File: config.mk
export PLATFORM = sky130hd
export DESIGN_NAME = sdclk_ctrl
export DESIGN_NICKNAME = d
export VERILOG_FILES = /design/src/rtl/sdclk_pkg.sv /design/src/rtl/sdclk_div_search.sv /design/src/rtl/sdclk_policy.sv /design/src/rtl/sdclk_gen.sv /design/src/rtl/sdclk_ctrl.sv
export SDC_FILE = /design/constraint.sdc
export NUM_CORES = 1
export LEC_CHECK = 0
export BUFFER_PORTS_ARGS = -buffer_cell sky130_fd_sc_hd__buf_2
export CAP_MARGIN = 20
export CORE_MARGIN = 2
export CORE_UTILIZATION = 50
export DETAILED_ROUTE_END_ITERATION = 16
export HOLD_SLACK_MARGIN = 0.15
export PLACE_DENSITY = 0.77
export RECOVER_POWER = 25
export SLEW_MARGIN = 20
export SYNTH_ARGS = -nofsm -noshare
export SYNTH_HDL_FRONTEND = slang
export SYNTH_HIERARCHICAL = 1
export SYNTH_SLANG_ARGS = --single-unit
File: constraint.sdc
create_clock -name clk -period 7.8 [get_ports clk]
set_input_delay 0.39 -clock clk [delete_from_list [all_inputs] [get_ports clk]]
set_output_delay 0.39 -clock clk [all_outputs]
set_load 0.05 [all_outputs]
File: src/rtl/sdclk_pkg.sv
package sdclk_pkg;

  typedef struct packed {
    logic power_on;
    logic bulk_ok;
    logic req_start;
    logic req_done;
  } sdclk_ev_t;

  function automatic int unsigned clamp_div(input int unsigned v,
                                            input int unsigned maxv);
    return (v > maxv) ? maxv : v;
  endfunction

  // Divider that is actually programmed, given the stored one and policy.
  function automatic int unsigned pick_div(input int unsigned stored,
                                           input logic        force_slow,
                                           input logic        slow,
                                           input int unsigned post_div,
                                           input int unsigned ratio,
                                           input int unsigned maxv);
    if (force_slow)
      return clamp_div(post_div, maxv);
    else if (slow)
      return clamp_div(stored * ratio, maxv);
    else
      return clamp_div(stored, maxv);
  endfunction

endpackage

File: src/rtl/sdclk_div_search.sv
module sdclk_div_search #(
  parameter int unsigned BASE_HZ = 50_000_000,
  parameter int unsigned FREQ_W  = 32,
  parameter int unsigned DIV_W   = 8
) (
  input  logic              clk,
  input  logic              rst_n,
  input  logic              start,
  input  logic [FREQ_W-1:0] freq,
  output logic              busy,
  output logic              done,
  output logic              zero,
  output logic [DIV_W-1:0]  div_res
);
  localparam int unsigned QW      = $clog2(BASE_HZ + 1);
  localparam int unsigned RW      = FREQ_W + 1;
  localparam int unsigned CW      = $clog2(QW + 1);
  localparam int unsigned DIV_MAX = (1 << DIV_W) - 1;

  logic [QW-1:0] num_q;
  logic [RW-1:0] rem_q;
  logic [RW-1:0] den_q;
  logic [CW-1:0] cnt_q;
  logic          busy_q, done_q, zero_q;
  logic [RW:0]   trial;
  logic          take;

  // restoring division of BASE_HZ by (freq+1), one quotient bit per cycle
  always_comb begin
    trial = {rem_q, num_q[QW-1]};
    take  = (trial >= {1'b0, den_q});
  end

  always_ff @(posedge clk or negedge rst_n) begin
    if (!rst_n) begin
      num_q  <= '0;
      rem_q  <= '0;
      den_q  <= '0;
      cnt_q  <= '0;
      busy_q <= 1'b0;
      done_q <= 1'b0;
      zero_q <= 1'b0;
    end else begin
      done_q <= 1'b0;
      if (start) begin
        if (freq == '0) begin
          busy_q <= 1'b0;
          done_q <= 1'b1;
          zero_q <= 1'b1;
        end else begin
          busy_q <= 1'b1;
          zero_q <= 1'b0;
          num_q  <= QW'(BASE_HZ);
          rem_q  <= '0;
          den_q  <= RW'(freq) + RW'(1);
          cnt_q  <= CW'(QW);
        end
      end else if (busy_q) begin
        rem_q <= take ? RW'(trial - {1'b0, den_q}) : trial[RW-1:0];
        num_q <= {num_q[QW-2:0], take};
        cnt_q <= cnt_q - CW'(1);
        if (cnt_q == CW'(1)) begin
          busy_q <= 1'b0;
          done_q <= 1'b1;
        end
      end
    end
  end

  assign busy    = busy_q;
  assign done    = done_q;
  assign zero    = zero_q;
  assign div_res = zero_q ? DIV_W'(DIV_MAX)
                          : DIV_W'(sdclk_pkg::clamp_div(32'(num_q), DIV_MAX));

  // the search always reports its result as it leaves the busy state
  p_busy_done_r2: assert property (@(posedge clk) disable iff (!rst_n)
    $fell(busy_q) |-> done_q);

endmodule

File: src/rtl/sdclk_policy.sv
module sdclk_policy #(
  parameter int unsigned DIV_W      = 8,
  parameter int unsigned SHARE_W    = 16,
  parameter int unsigned POST_DIV   = 50,
  parameter int unsigned SLOW_RATIO = 8,
  parameter int unsigned RST_DIV    = 16
) (
  input  logic                      clk,
  input  logic                      rst_n,
  input  sdclk_pkg::sdclk_ev_t      ev,
  input  logic                      slow_req,
  input  logic                      idle_clk_en,
  input  logic                      srch_done,
  input  logic                      srch_zero,
  input  logic [DIV_W-1:0]          srch_div,
  input  logic                      hi_wr,
  input  logic [SHARE_W-DIV_W-1:0]  hi_data,
  output logic [SHARE_W-1:0]        share_reg,
  output logic [DIV_W-1:0]          stored_div,
  output logic                      clk_run
);
  localparam int unsigned DIV_MAX    = (1 << DIV_W) - 1;
  localparam int unsigned POST_APPLY = sdclk_pkg::clamp_div(POST_DIV, DIV_MAX);

  logic [SHARE_W-1:0] share_q, share_n;
  logic [DIV_W-1:0]   stored_q, stored_n, apply_div;
  logic               run_q, run_n;
  logic               force_q, force_n;
  logic               keep_clk, load_div;

  always_comb begin
    force_n  = ev.power_on ? 1'b1 : (ev.bulk_ok ? 1'b0 : force_q);
    stored_n = srch_done ? srch_div : stored_q;
    keep_clk = idle_clk_en | force_n;

    run_n = run_q;
    if (srch_done) begin
      if (!srch_zero)     run_n = keep_clk;
      else if (!keep_clk) run_n = 1'b0;
    end
    if (ev.req_done && !keep_clk) run_n = 1'b0;
    if (ev.req_start || ev.power_on) run_n = 1'b1;

    apply_div = DIV_W'(sdclk_pkg::pick_div(32'(stored_n), force_n, slow_req,
                                           POST_DIV, SLOW_RATIO, DIV_MAX));
    load_div  = ev.req_start | ev.power_on | (srch_done & ~srch_zero);

    share_n = share_q;
    if (load_div) share_n[DIV_W-1:0]       = apply_div;
    if (hi_wr)    share_n[SHARE_W-1:DIV_W] = hi_data;
  end

  always_ff @(posedge clk or negedge rst_n) begin
    if (!rst_n) begin
      share_q  <= SHARE_W'(DIV_MAX);
      stored_q <= DIV_W'(RST_DIV);
      run_q    <= 1'b0;
      force_q  <= 1'b0;
    end else begin
      share_q  <= share_n;
      stored_q <= stored_n;
      run_q    <= run_n;
      force_q  <= force_n;
    end
  end

  assign share_reg  = share_q;
  assign stored_div = stored_q;
  assign clk_run    = run_q;

  // the upper byte belongs to the other function
  p_upper_kept_r8: assert property (@(posedge clk) disable iff (!rst_n)
    !hi_wr |=> $stable(share_q[SHARE_W-1:DIV_W]));

  // override dominates every divider load while it is in force
  p_force_div_r4: assert property (@(posedge clk) disable iff (!rst_n)
    (force_q && !ev.bulk_ok && (ev.req_start || ev.power_on))
      |=> share_q[DIV_W-1:0] == DIV_W'(POST_APPLY));

  // idle gating after a completed request
  p_gate_done_r6: assert property (@(posedge clk) disable iff (!rst_n)
    (ev.req_done && !ev.req_start && !ev.power_on && !srch_done &&
     !idle_clk_en && !force_q) |=> !run_q);

  // a good bulk transfer in the same cycle clears the override first
  p_same_cycle_r11: assert property (@(posedge clk) disable iff (!rst_n)
    (ev.req_done && ev.bulk_ok && !ev.req_start && !ev.power_on &&
     !srch_done && !idle_clk_en) |=> (!run_q && !force_q));

  // a starting request always runs the clock
  p_start_runs_r7: assert property (@(posedge clk) disable iff (!rst_n)
    ev.req_start |=> run_q);

  // a zero request parks the stored divider at its maximum
  p_zero_max_r3: assert property (@(posedge clk) disable iff (!rst_n)
    (srch_done && srch_zero) |=> stored_q == DIV_W'(DIV_MAX));

endmodule

File: src/rtl/sdclk_gen.sv
module sdclk_gen #(
  parameter int unsigned DIV_W = 8
) (
  input  logic             clk,
  input  logic             rst_n,
  input  logic             run,
  input  logic [DIV_W-1:0] div,
  output logic             card_clk
);
  logic [DIV_W-1:0] cnt_q, cnt_n;
  logic [DIV_W-1:0] act_div_q, act_div_n;
  logic             act_run_q, act_run_n;
  logic             clk_q, clk_n;
  logic             wrap;

  // period boundary: terminal count, or any cycle while stopped
  always_comb begin
    wrap      = !act_run_q || (cnt_q == act_div_q);
    cnt_n     = wrap ? '0  : cnt_q + 1'b1;
    act_div_n = wrap ? div : act_div_q;
    act_run_n = wrap ? run : act_run_q;
    clk_n     = act_run_n && (cnt_n <= (act_div_n >> 1));
  end

  always_ff @(posedge clk or negedge rst_n) begin
    if (!rst_n) begin
      cnt_q     <= '0;
      act_div_q <= '0;
      act_run_q <= 1'b0;
      clk_q     <= 1'b0;
    end else begin
      cnt_q     <= cnt_n;
      act_div_q <= act_div_n;
      act_run_q <= act_run_n;
      clk_q     <= clk_n;
    end
  end

  assign card_clk = clk_q;

  // the active divider changes only across a period boundary
  p_div_boundary_r10: assert property (@(posedge clk) disable iff (!rst_n)
    !$stable(act_div_q) |-> $past(wrap));

  // a stopped generator drives the card clock low
  p_stopped_low_r9: assert property (@(posedge clk) disable iff (!rst_n)
    (!act_run_q && !run) |=> !card_clk);

  // counter stays inside the active period
  p_cnt_bound_r9: assert property (@(posedge clk) disable iff (!rst_n)
    act_run_q |-> cnt_q <= act_div_q);

endmodule

File: src/rtl/sdclk_ctrl.sv
module sdclk_ctrl #(
  parameter int unsigned BASE_HZ    = 50_000_000,
  parameter int unsigned POST_HZ    = 1_000_000,
  parameter int unsigned SLOW_RATIO = 8,
  parameter int unsigned FREQ_W     = 32,
  parameter int unsigned DIV_W      = 8,
  parameter int unsigned SHARE_W    = 16,
  parameter int unsigned RST_DIV    = 16
) (
  input  logic                     clk,
  input  logic                     rst_n,
  input  logic                     freq_wr,
  input  logic [FREQ_W-1:0]        freq_hz,
  input  logic                     slow_req,
  input  logic                     idle_clk_en,
  input  logic                     power_on,
  input  logic                     bulk_ok,
  input  logic                     req_start,
  input  logic                     req_done,
  input  logic                     hi_wr,
  input  logic [SHARE_W-DIV_W-1:0] hi_data,
  output logic [SHARE_W-1:0]       share_reg,
  output logic [DIV_W-1:0]         stored_div,
  output logic                     search_busy,
  output logic                     clk_run,
  output logic                     card_clk
);
  localparam int unsigned POST_DIV = BASE_HZ / POST_HZ;

  sdclk_pkg::sdclk_ev_t ev;
  logic                 srch_done, srch_zero;
  logic [DIV_W-1:0]     srch_div;

  assign ev = '{power_on: power_on, bulk_ok: bulk_ok,
                req_start: req_start, req_done: req_done};

  sdclk_div_search #(
    .BASE_HZ (BASE_HZ),
    .FREQ_W  (FREQ_W),
    .DIV_W   (DIV_W)
  ) u_search (
    .clk     (clk),
    .rst_n   (rst_n),
    .start   (freq_wr),
    .freq    (freq_hz),
    .busy    (search_busy),
    .done    (srch_done),
    .zero    (srch_zero),
    .div_res (srch_div)
  );

  sdclk_policy #(
    .DIV_W      (DIV_W),
    .SHARE_W    (SHARE_W),
    .POST_DIV   (POST_DIV),
    .SLOW_RATIO (SLOW_RATIO),
    .RST_DIV    (RST_DIV)
  ) u_policy (
    .clk         (clk),
    .rst_n       (rst_n),
    .ev          (ev),
    .slow_req    (slow_req),
    .idle_clk_en (idle_clk_en),
    .srch_done   (srch_done),
    .srch_zero   (srch_zero),
    .srch_div    (srch_div),
    .hi_wr       (hi_wr),
    .hi_data     (hi_data),
    .share_reg   (share_reg),
    .stored_div  (stored_div),
    .clk_run     (clk_run)
  );

  sdclk_gen #(
    .DIV_W (DIV_W)
  ) u_gen (
    .clk      (clk),
    .rst_n    (rst_n),
    .run      (clk_run),
    .div      (share_reg[DIV_W-1:0]),
    .card_clk (card_clk)
  );

endmodule

==> results.md, run 1 <==
- Outcome: finished, violations left
- Failing checks: max-capacitance violations, max-slew violations
- Endpoints failing hold: 0
- Layout Nets: 1185
- Peak Freq: 0.221 GHz
- DRT Pass-1 Iters: 5
- Via count: 7886
- Commonest non-fill, non-tap cell in the layout: nand2_1
- Pins over their slew limit: 80
- DRC viols: 0
- Storage element area: 0.00361 mm²
- Period utilization: 58.0%
- Crit-path cells: dlygate4sd3_1 -> clkbuf_1 -> buf_4
- Worst Path Buf+Inv: 3
- Chip Height: 139 µm
- Biggest regs: u_search/den_q: 33 flops, u_search/rem_q: 33 flops, u_search/num_q: 26 flops
- RSZ-0062 raised after global routing: false
- Largest cells by area after synthesis: dfrtp_1 (37%), ha_1 (6.1%), nand2_1 (5.9%)
- EDFF count, synth: 0
- Pin count of the biggest net entering global routing: 86
- FF+latch count, synth: 144
- IO Pins: 77
- Slowest CP cell: clkbuf_1
- Worst path top cell family by delay: buffers and inverters
- # rows: 49
- CP Capture Type: async pin
- CTS resizes: 0
- H-tree depth: 4
- Relative slew slack: -184%
- GR Util All Layers: 24.1%
- Met3 WL: 1080 µm
- Synth area leader: dfrtp_1
- WL met2: 10600 µm
- Final setup viols: 0
- Post-Syn Nets: 1135
- Most frequent cells in the layout: nand2_1 (145), dfrtp_1 (135), buf_2 (75)
- Pwr Density: 300 mW/mm²
- Die area: 0.0194 mm²
- M1 wire length: 10100 µm
- Critical path arrival: 4.99 ns
- Final WL: 22700 µm
- Die W: 139 µm
- Synthesized area per cell: 8.82 µm²
- Layout cells sized above 1: 14.4%
- Clock Skews: 0.00873 ns
- Detailed Place HPWL: 16300 µm
- Core footprint: 0.0180 mm²
- 1st-iter DRT viols: 707
- Final Util: 57.0%
- Initial antenna violation count: 0
- Post-Syn Area: 0.00916 mm²
- Port bufs: 76
- CTS sink cnt: 144
- Cell count after synthesis: 1039
- Fill cell count: 1638
- Yosys top cell area share: 36.9%
- DR top layer: met4
- CP Launch Type: primary input
- Max-cap violations: 1
- Netlist cell types: 70
- Area growth syn-to-layout: 11.7%
- GRT overflow: 0
- Placer congestion estimate: 0.932
- Setup TNS: 0 ns
- Worst EP required: 8.27 ns
- Clk slew on worst S/H paths: 0.07 ns
- Leakage: 4.66 nW
- Routed Antenna Nets: 0
- Register area share after synthesis: 39.5%
- Async S/R FF share, synth: 100%
- Yosys Warn Count: 6
- First-pass GRT wire length: 37800 µm
- Ys flop type: dfrtp_1
- Vias in the first global route: 7542
- Vias/cell: 5.92
- Worst skew pair latency: 0.44 ns
- CP peak stage delay: 2.97 ns
- CTS tree: yes
- Max VDD drop: 0.000208 V
- Hold Crit Class: primary input to register
- CTS Buf Count: 17
- Initial Util: 51.0%
- Minimum clock period: 4.53 ns
- # diodes: 0
- Footprint of the multi-input gates: 0.00509 mm²
- Root Buffer: clkbuf_16
- Worst-Margin Slew: 4.26 ns
- DR WL/cell: 17.0 µm
- CP max FO: 79
- Setup CP Type: primary input to async pin
- Clock buffer depth: 2
==> final cells by class <==
cell class	count	share of cell area, %
clock inverters	15	1.55
flip-flops and latches	144	35.3
multi-input cells	783	49.7
well taps	229	2.80
repair buffers	83	4.24
clock buffers	17	4.16
inverters	60	2.20
==> cell usage after synthesis, drive strengths merged, types with 4 or more instances <==
library cell and count:
a21o 16, o21a 6, or2 4, a21oi 57, xor2 34, nand2b 21, ha 45, and2 7
o211ai 31, o21ai 54, clkbuf 28, buf 24, a211oi 4, nor3 25, xnor2 40, dfstp 9
dfrtp 135, nor2b 7, nand2 146, a221o 11, a31oi 10, nand3 61, nor2 58, o21bai 5
nor4 17, and3 24, nand4 21, inv 60, mux2i 6, mux2 19, and4 6, o31ai 12
==> worst paths after layout <==
| check | end | cells after the start | slack [ns] | startpoint |
|---|---|---|---|---|
| setup / recovery | u_search/rem_q[6] | 3 | 3.27 | rst_n |
| max in group clk | u_search/rem_q[29] | 11 | 3.83 | u_search/num_q[25] |
| min in group asynchronous | u_search/den_q[9] | 2 | 2.01 | rst_n |
| setup reg to reg | u_search/rem_q[29] | 11 | 3.83 | u_search/num_q[25] |
| hold / removal | u_policy/share_reg[14] | 2 | 0.19 | hi_data[6] |
| hold reg to reg | u_search/den_q[26] | 2 | 0.48 | u_search/den_q[26] |
==> logic make-up (layout without fill, tap and decap cells) <==
kind of cell / after synthesis / after routing / share of synthesized area (%)
compound gates: 232 / 232 / 17.2
xor+xnor: 74 / 74 / 7.07
fa+ha+maj: 46 / 46 / 6.36
buf+inv: 112 / 175 / 5.20
flops: 144 / 144 / 39.5
mux: 25 / 25 / 3.11
simple gates: 406 / 406 / 21.6
==> stage by stage <==
step                      instance area [µm²]  hold WS (ns)  setup WS, ns  power [mW]  cells
after floorplan                          9160        0.0944          4.86        1.94   1039
after global placement                   9650         0.464          4.01        2.22   1298
after detailed placement                 9650         0.471          3.92        2.24   1298
after CTS                               10200         0.173          3.89        3.07   1331
after global routing                    10200         0.188          2.33        3.28   1331
final                                   10200         0.186          3.27        3.08   1331
==> repair_timing <==
item | 4_1_cts | 5_1_grt
setup buffers | 0 | 0
hold buffers | 1 | 0
hold endpoints to repair | 77 | 0
==> metal layers <==
metal,global-route usage (%),up-vias
met3,3.99,53
met5,0,-
li1,-,3800
met1,32.2,3797
met2,38.3,236
met4,12.0,0
==> power by group <==
| group | internal [mW] | total, mW | switching [mW] | leakage [nW] |
|---|---|---|---|---|
| logic | 0.495 | 1.26 | 0.769 | 2.62 |
| registers | 0.878 | 0.995 | 0.117 | 1.75 |
| clock network | 0.454 | 0.817 | 0.362 | 0.287 |
| total | 1.83 | 3.08 | 1.25 | 4.66 |
==> worst reg2reg max path: cells and delay by family, from the launching register on <==
family,cells,cell delay (ns)
adder cells (fa/ha/maj),2,0.59
AO/OA/AOI/OAI,6,2.33
AND/OR/NAND/NOR,2,0.50
flip-flops,1,0.37
buffers and inverters,1,0.07
No activity file was read; power rests on OpenSTA's default activity.
==> run 2: changes to the inputs <==
ABC_AREA = 1   (was not set)
PLACE_DENSITY = 0.79   (was 0.77)
clock period = 4.1 ns   (was 7.8 ns; I/O delays follow)
==> results.md, run 2 <==
- Die area: 0.0216 mm² (+11%)
- CP max FO: 4 (-95%)
- Power, Total: 6.75 mW (+120%)
- Placer congestion estimate: 1.00 (+7.5%)
- Design Area, Final: 0.0116 mm² (+14%)
- Layout cells sized above 1: 11.8% (-2.7 points)
- Fill cell count: 1857 (+13%)
- Hold path cells: 2 (unchanged)
- Most frequent cells in the layout: nand2_1 (471), inv_1 (265), dfrtp_1 (135)
- Hold Crit Class: primary input to register
- Yosys top cell area share: 33.1% (-3.8 points)
- Worst r2r dst: u_policy/clk_run
- Period utilization: 69.8%
- Max VDD drop: 0.000409 V (+97%)
- Endpoints failing hold: 0 (unchanged)
- CP peak stage delay: 0.62 ns (-2.35 ns)
- Netlist cell types: 47 (-33%)
- CP Capture Type: register
- Relative slew slack: -39.8% (+140 points)
- RSZ-0062 raised after global routing: false
- Placed cell area: 0.0108 mm² (+12%)
- Register area share after synthesis: 35.4% (-4.0 points)
- Port bufs: 76 (unchanged)
- Routed Antenna Nets: 0 (unchanged)
- WHS Endpoint: u_policy/share_reg[9]
- Worst EP required: 4.42 ns (-3.85 ns)
- Area growth syn-to-layout: 13.9%
- Final WL: 27000 µm (+19%)
- IO Pins: 77 (unchanged)
- Setup TNS: 0 ns (unchanged)
- Pins over their slew limit: 90 (+13%)
- Vias in the first global route: 9517 (+26%)
- Initial Util: 50.8% (-0.24 points)
- CP Launch Type: primary input
- Initial antenna violation count: 1 (+1)
- Layout Nets: 1673 (+41%)
- Minimum clock period: 2.86 ns
- Failing checks: max-capacitance violations, max-slew violations
- DRC viols: 0 (unchanged)
- Via count: 9484 (+20%)
- Worst R2R Setup Slack: 1.28 ns (-2.55 ns)
- Hold_sp: hi_wr
- Final setup viols: 0 (unchanged)
- Chip Height: 147 µm (+5.4%)
- Leakage: 6.33 nW (+36%)
- CTS Buf Count: 17 (unchanged)
- # rows: 52 (+6.1%)
- Critical path arrival: 3.19 ns (-1.80 ns)
- Root Buffer: clkbuf_16
- R2R depth: 7 (-4)
- Compound-cell area share of the yosys netlist: 7.30% (-9.9 points)
- FF+latch count, synth: 144 (unchanged)
- Top cells by count, synth: nand2_1 (471), inv_1 (265), dfrtp_1 (135)
- Post-Syn Area: 0.0102 mm² (+11%)
- Slowest CP cell: dlygate4sd3_1
- Clk slew on worst S/H paths: 0.07 ns (about the same)
- Multiplexer share of the synthesized area: 0.883% (-2.2 points)
- Pin count of the biggest net entering global routing: 90 (+4.7%)
- Pwr Density: 581 mW/mm² (+93%)
- Peak Freq: 0.349 GHz
- Cell with the most instances after synthesis: nand2_1
- Worst skew pair latency: 0.43 ns (about the same)
- Worst reg2reg path startpoint: u_policy/force_q
- GR Util All Layers: 26.0% (+1.9 points)
- CTS tree: yes
- Top cell by count, worst path: dlygate4sd3_1
- Outcome: finished, violations left
- Commonest non-fill, non-tap cell in the layout: nand2_1
- Worst-Margin Slew: 2.10 ns (-2.17 ns)
- EDFF count, synth: 0 (unchanged)
- Synth Area in Adders: 5.71% (-0.65 points)
- 1st-iter DRT viols: 723 (+2.3%)
- Crit-path cells: dlygate4sd3_1 -> buf_2 -> a21oi_1 -> dlygate4sd3_1 -> inv_1 -> nor3_1 -> dlygate4sd3_1 -> a21oi_1 -> dlygate4sd3_1
- Xor/xnor share of the synthesized area: 4.29% (-2.8 points)
- H-tree depth: 4 (unchanged)
- Biggest regs: u_search/den_q: 33 flops, u_search/rem_q: 33 flops, u_search/num_q: 26 flops
- Yosys Warn Count: 6 (unchanged)
- Vias/cell: 5.10 (-14%)
- Clock buffer depth: 2 (unchanged)
- DRT Pass-1 Iters: 5 (unchanged)
- Die W: 147 µm (+5.4%)
- Cell count after synthesis: 1482 (+43%)
- Post-Syn Nets: 1578 (+39%)
- Largest cells by area after synthesis: dfrtp_1 (33%), nand2_1 (17%), inv_1 (9.7%)
- Simple-gate share of the synthesized area: 33.9% (+12 points)
- CTS sink cnt: 144 (unchanged)
- Core footprint: 0.0201 mm² (+12%)
- Setup CP Type: primary input to register
- Synthesized area per cell: 6.89 µm² (-22%)
- GRT overflow: 0 (unchanged)
- Clock Skews: 0.0116 ns (+0.00288 ns)
- Detailed Place HPWL: 20500 µm (+26%)
- Ys flop type: dfrtp_1
- Async S/R FF share, synth: 100% (unchanged)
- Largest family of logic cells by synthesized area: simple AND/OR/NAND/NOR gates
- Max-cap violations: 1 (unchanged)
- Synth area leader: dfrtp_1
- First-pass GRT wire length: 45100 µm (+19%)
- DR WL/cell: 14.5 µm (-15%)
-- run 2: cell count changes after synthesis, moves of 21 or more --
cell,before,now
nand2_1,145,471
inv_1,60,265
nor2_1,58,104
nand3_1,61,103
o211ai_1,30,0
o21ai_1,2,30
and3_1,24,0
clkbuf_1,28,4
a21oi_1,56,34
nand2b_1,21,0
-- run 2: cell families (layout without fill, tap and decap cells) --
kind of cell / count (synthesis) / after routing
buf+inv: 309 / 417
mux: 8 / 8
xor+xnor: 50 / 50
compound gates: 136 / 136
simple gates: 789 / 789
fa+ha+maj: 46 / 46
flops: 144 / 144
other cells: 0 / 1
-- run 2: worst max-delay path by stage --
stage          slack, ns           start            endpoint  depth (start not counted)
3_3_place_gp        1.53         freq_wr       u_search/done                          7
3_5_place_dp        1.60         freq_wr       u_search/done                          7
2_1_floorplan       2.00  u_gen/cnt_q[0]      u_gen/card_clk                         19
6_report            1.24        power_on    u_policy/clk_run                          9
5_1_grt             0.76           rst_n  u_search/num_q[25]                          3
4_1_cts             1.28        power_on    u_policy/clk_run                          9
-- run 2: area by class of cell --
type,instances,area [µm²],area share (%)
Timing Repair Buffer,109,687,5.91
Antenna cell,1,2.50,0.0215
Clock buffer,18,439,3.78
Sequential cell,144,3610,31.1
Tap cell,270,338,2.91
Clock inverter,14,188,1.61
Inverter,276,1040,8.96
Multi-Input combinational cell,1029,5310,45.7
-- run 2: report_power, final --
| part | switching [mW] | internal (mW) |
|---|---|---|
| sequential | 0.191 | 1.70 |
| combinational | 2.09 | 1.13 |
| clock | 0.693 | 0.947 |
| total | 2.98 | 3.77 |
-- run 2: timing repair --
action,CTS,global route
resized for setup,0,0
endpoints found under the hold margin,77,0
hold buffers,25,0
buffers inserted,0,0
-- run 2: per-stage QoR --
| step | hold WS [ns] | utilization, % | cells | worst slack [ns] |
|---|---|---|---|---|
| after global routing | 0.161 | 57.8 | 1860 | 0.758 |
| after floorplan | -0.0906 | - | 1482 | 2.00 |
| final | 0.162 | 57.8 | 1861 | 1.24 |
| after global placement | 0.196 | 53.5 | 1803 | 1.53 |
| after detailed placement | 0.205 | 53.5 | 1803 | 1.60 |
| after CTS | 0.152 | 57.9 | 1860 | 1.28 |
-- run 2: critical path: cells and delay by family --
kind | cells | cell delay, ns
AND/OR/NAND/NOR | 1 | 0.12
buffers and inverters | 6 | 2.45
AO/OA/AOI/OAI | 2 | 0.41
-- run 2: layer usage --
metal / vias to the layer above / global-route usage (%) / part of all wire (%)
li1: 4791 / - / -
met1: 4368 / 32.8 / 45
met2: 267 / 44.3 / 47
met3: 58 / 3.91 / 4.8
met4: 0 / 11.6 / 3.5
met5: - / 0 / 0
==> run 3: changes to the inputs <==
ABC_AREA = 0   (was 1)
PLACE_DENSITY = 0.77   (was 0.79)
clock period = 2.7 ns   (was 4.1 ns; I/O delays follow)
==> results.md, run 3 (same netlist as run 1, synthesis figures left out) <==
- Initial Util: 51.0% (+0.24 points)
- Fill cell count: 1414 (-24%)
- Logic pwr share: 47.6% (about the same)
- Final worst setup slack: -0.367 ns (-1.60 ns)
- Commonest non-fill, non-tap cell in the layout: nand2_1
- CP Launch Type: register
- H-tree depth: 4 (unchanged)
- Core footprint: 0.0180 mm² (-11%)
- Failing checks: max-capacitance violations, max-slew violations, negative setup slack
- Worst R2R Setup Slack: -0.37 ns (-1.65 ns)
- Setup CP Type: register to register
- Power Internal: 6.08 mW (+61%)
- Pin count of the biggest net entering global routing: 61 (-32%)
- Die area: 0.0194 mm² (-10%)
- Vias/cell: 5.88 (+15%)
- DRC viols: 0 (unchanged)
- Worst skew pair latency: 0.43 ns (about the same)
- 1st-iter DRT viols: 681 (-5.8%)
- NetSw: 3.94 mW (+32%)
- Sequential Power Share: 28.8% (+0.8 points)
- Die W: 139 µm (-5.1%)
- Layout cells sized above 1: 22.9% (+11 points)
- IO Pins: 77 (unchanged)
- Clock buffer depth: 2 (unchanged)
- Layout Nets: 1346 (-20%)
- Pins over their slew limit: 61 (-32%)
- Outcome: finished, violations left
- Worst reg2reg path startpoint: u_search/den_q[0]
- Met3 Use GR: 4.61% (+0.70 points)
- Root Buffer: clkbuf_16
- GRT overflow: 0 (unchanged)
- Placer congestion estimate: 0.946 (-5.6%)
- Initial antenna violation count: 0 (-1)
- First-pass GRT wire length: 42800 µm (-5.3%)
- CTS Buf Count: 17 (unchanged)
- RSZ-0062 raised after global routing: true
- Critical path arrival: 3.38 ns (+0.19 ns)
- Leakage: 5.44 nW (-14%)
- M2 GR Usage: 47.3% (+2.9 points)
- Worst EP required: 3.01 ns (-1.41 ns)
- Clk slew on worst S/H paths: 0.06 ns (about the same)
- Biggest regs: u_search/den_q: 33 flops, u_search/rem_q: 33 flops, u_search/num_q: 26 flops
- Worst-Margin Slew: 1.54 ns (-0.559 ns)
- Worst r2r dst: u_search/rem_q[25]
- Final WL: 26400 µm (-2.0%)
- Met1 usage: 33.3% (+0.43 points)
- Power, Total: 10.0 mW (+48%)
- Endpoints failing hold: 0 (unchanged)
- Pwr Density: 847 mW/mm² (+46%)
- Area growth syn-to-layout: 29.1%
- Period utilization: 114%
- Minimum clock period: 3.07 ns
- Clock Skews: 0.00687 ns (-0.00474 ns)
- Max-cap violations: 1 (unchanged)
- DRT Pass-1 Iters: 5 (unchanged)
- Final setup viols: 34 (+34)
- Hold Crit Class: primary input to register
- GR Util All Layers: 27.4% (+1.4 points)
- Clock share of power: 23.6% (-0.7 points)
- WHS Endpoint: u_policy/share_reg[1]
- CTS sink cnt: 144 (unchanged)
- Chip Height: 139 µm (-5.1%)
- Peak Freq: 0.326 GHz
- CP max FO: 8 (+4)
- Switch share: 39.3% (-4.8 points)
- Most frequent cells in the layout: nand2_1 (144), dfrtp_1 (135), buf_4 (98)
- R2R depth: 11 (+4)
- Storage element area: 0.00361 mm² (unchanged)
- Max VDD drop: 0.000645 V (+58%)
- DR WL/cell: 17.7 µm (+22%)
- Via count: 8775 (-7.5%)
- Design Area, Final: 0.0118 mm² (+1.8%)
- Footprint of the multi-input gates: 0.00524 mm² (-1.4%)
- Hold_sp: req_start
- Busiest layer in global routing: met2
- CP Capture Type: register
- Relative slew slack: -2.57% (+37 points)
- Routed Antenna Nets: 0 (unchanged)
- # rows: 49 (-5.8%)
- Detailed Place HPWL: 18300 µm (-11%)
- # diodes: 0 (-1)
- Placed cell area: 0.0105 mm² (-2.7%)
- CTS tree: yes
- Vias in the first global route: 8618 (-9.4%)
- Port bufs: 76 (unchanged)
- Hold path cells: 4 (+2)
run 3: power groups by stage:
stage | combinational [mW] | clock (mW) | sequential (mW)
2_1_floorplan | 2.81 | 0 | 2.90
4_1_cts | 4.54 | 2.39 | 2.86
5_1_grt | 5.16 | 2.48 | 2.92
6_report | 4.77 | 2.37 | 2.88
3_3_place_gp | 4.28 | 0 | 2.89
3_5_place_dp | 4.38 | 0 | 2.90
run 3: area by class of cell:
class / count / share of cell area (%)
Multi-Input combinational cell: 783 / 44.3
Sequential cell: 144 / 30.6
Timing Repair Buffer: 244 / 15.9
Clock buffer: 19 / 3.66
Tap cell: 229 / 2.42
Inverter: 60 / 1.90
Clock inverter: 13 / 1.29
run 3: worst max-delay path by stage:
stage                     depth (start not counted)            endpoint  slack (ns)                from
after floorplan                                  11  u_search/rem_q[21]       -0.20  u_search/num_q[25]
after global placement                           11  u_search/rem_q[26]       -0.30  u_search/num_q[25]
after detailed placement                         12  u_search/rem_q[17]       -0.38  u_search/num_q[25]
after CTS                                        11  u_search/rem_q[29]       -0.29   u_search/den_q[0]
after global routing                             11  u_search/rem_q[18]       -0.46   u_search/den_q[0]
final                                            11  u_search/rem_q[25]       -0.37   u_search/den_q[0]
run 3: worst max-delay path, cell delays in order (launching register included):
cell       delay (ns)
dfrtp_1          0.41
ha_4             0.17
fa_2             0.34
and2b_2          0.22
o21bai_1         0.09
a21o_1           0.22
a2111oi_4        0.42
o211ai_4         0.15
a211oi_4         0.33
buf_6            0.16
nor3_4           0.06
a221o_1          0.35
run 3: metal layers:
metal / wire (µm) / share of wire (%) / up-vias
met3: 1390 / 5.3 / 74
met4: 1080 / 4.1 / 0
li1: - / - / 4125
met5: 0 / 0 / -
met1: 10800 / 41 / 4247
met2: 13200 / 50 / 329
run 3: what timing repair did:
action                                  4_1_cts  5_1_grt
endpoints found under the setup margin       35       42
buffers inserted                              3        7
pin swaps                                     5       14
resized for setup                             9       19
hold endpoints to repair                    106        0
gates cloned                                  0        1
hold buffers                                 58        0
run 3: metrics by stage:
stage / setup slack (ns) / std cells / utilization, % / hold slack [ns] / setup TNS (ns)
after global routing: -0.457 / 1492 / 65.8 / 0.211 / -12.36
after CTS: -0.290 / 1485 / 65.1 / 0.154 / -7.36
after detailed placement: -0.383 / 1392 / 58.3 / 0.144 / -11.33
final: -0.367 / 1492 / 65.8 / 0.185 / -9.00
after global placement: -0.299 / 1392 / 58.3 / 0.133 / -9.14
after floorplan: -0.202 / 1039 / - / -0.161 / -5.71
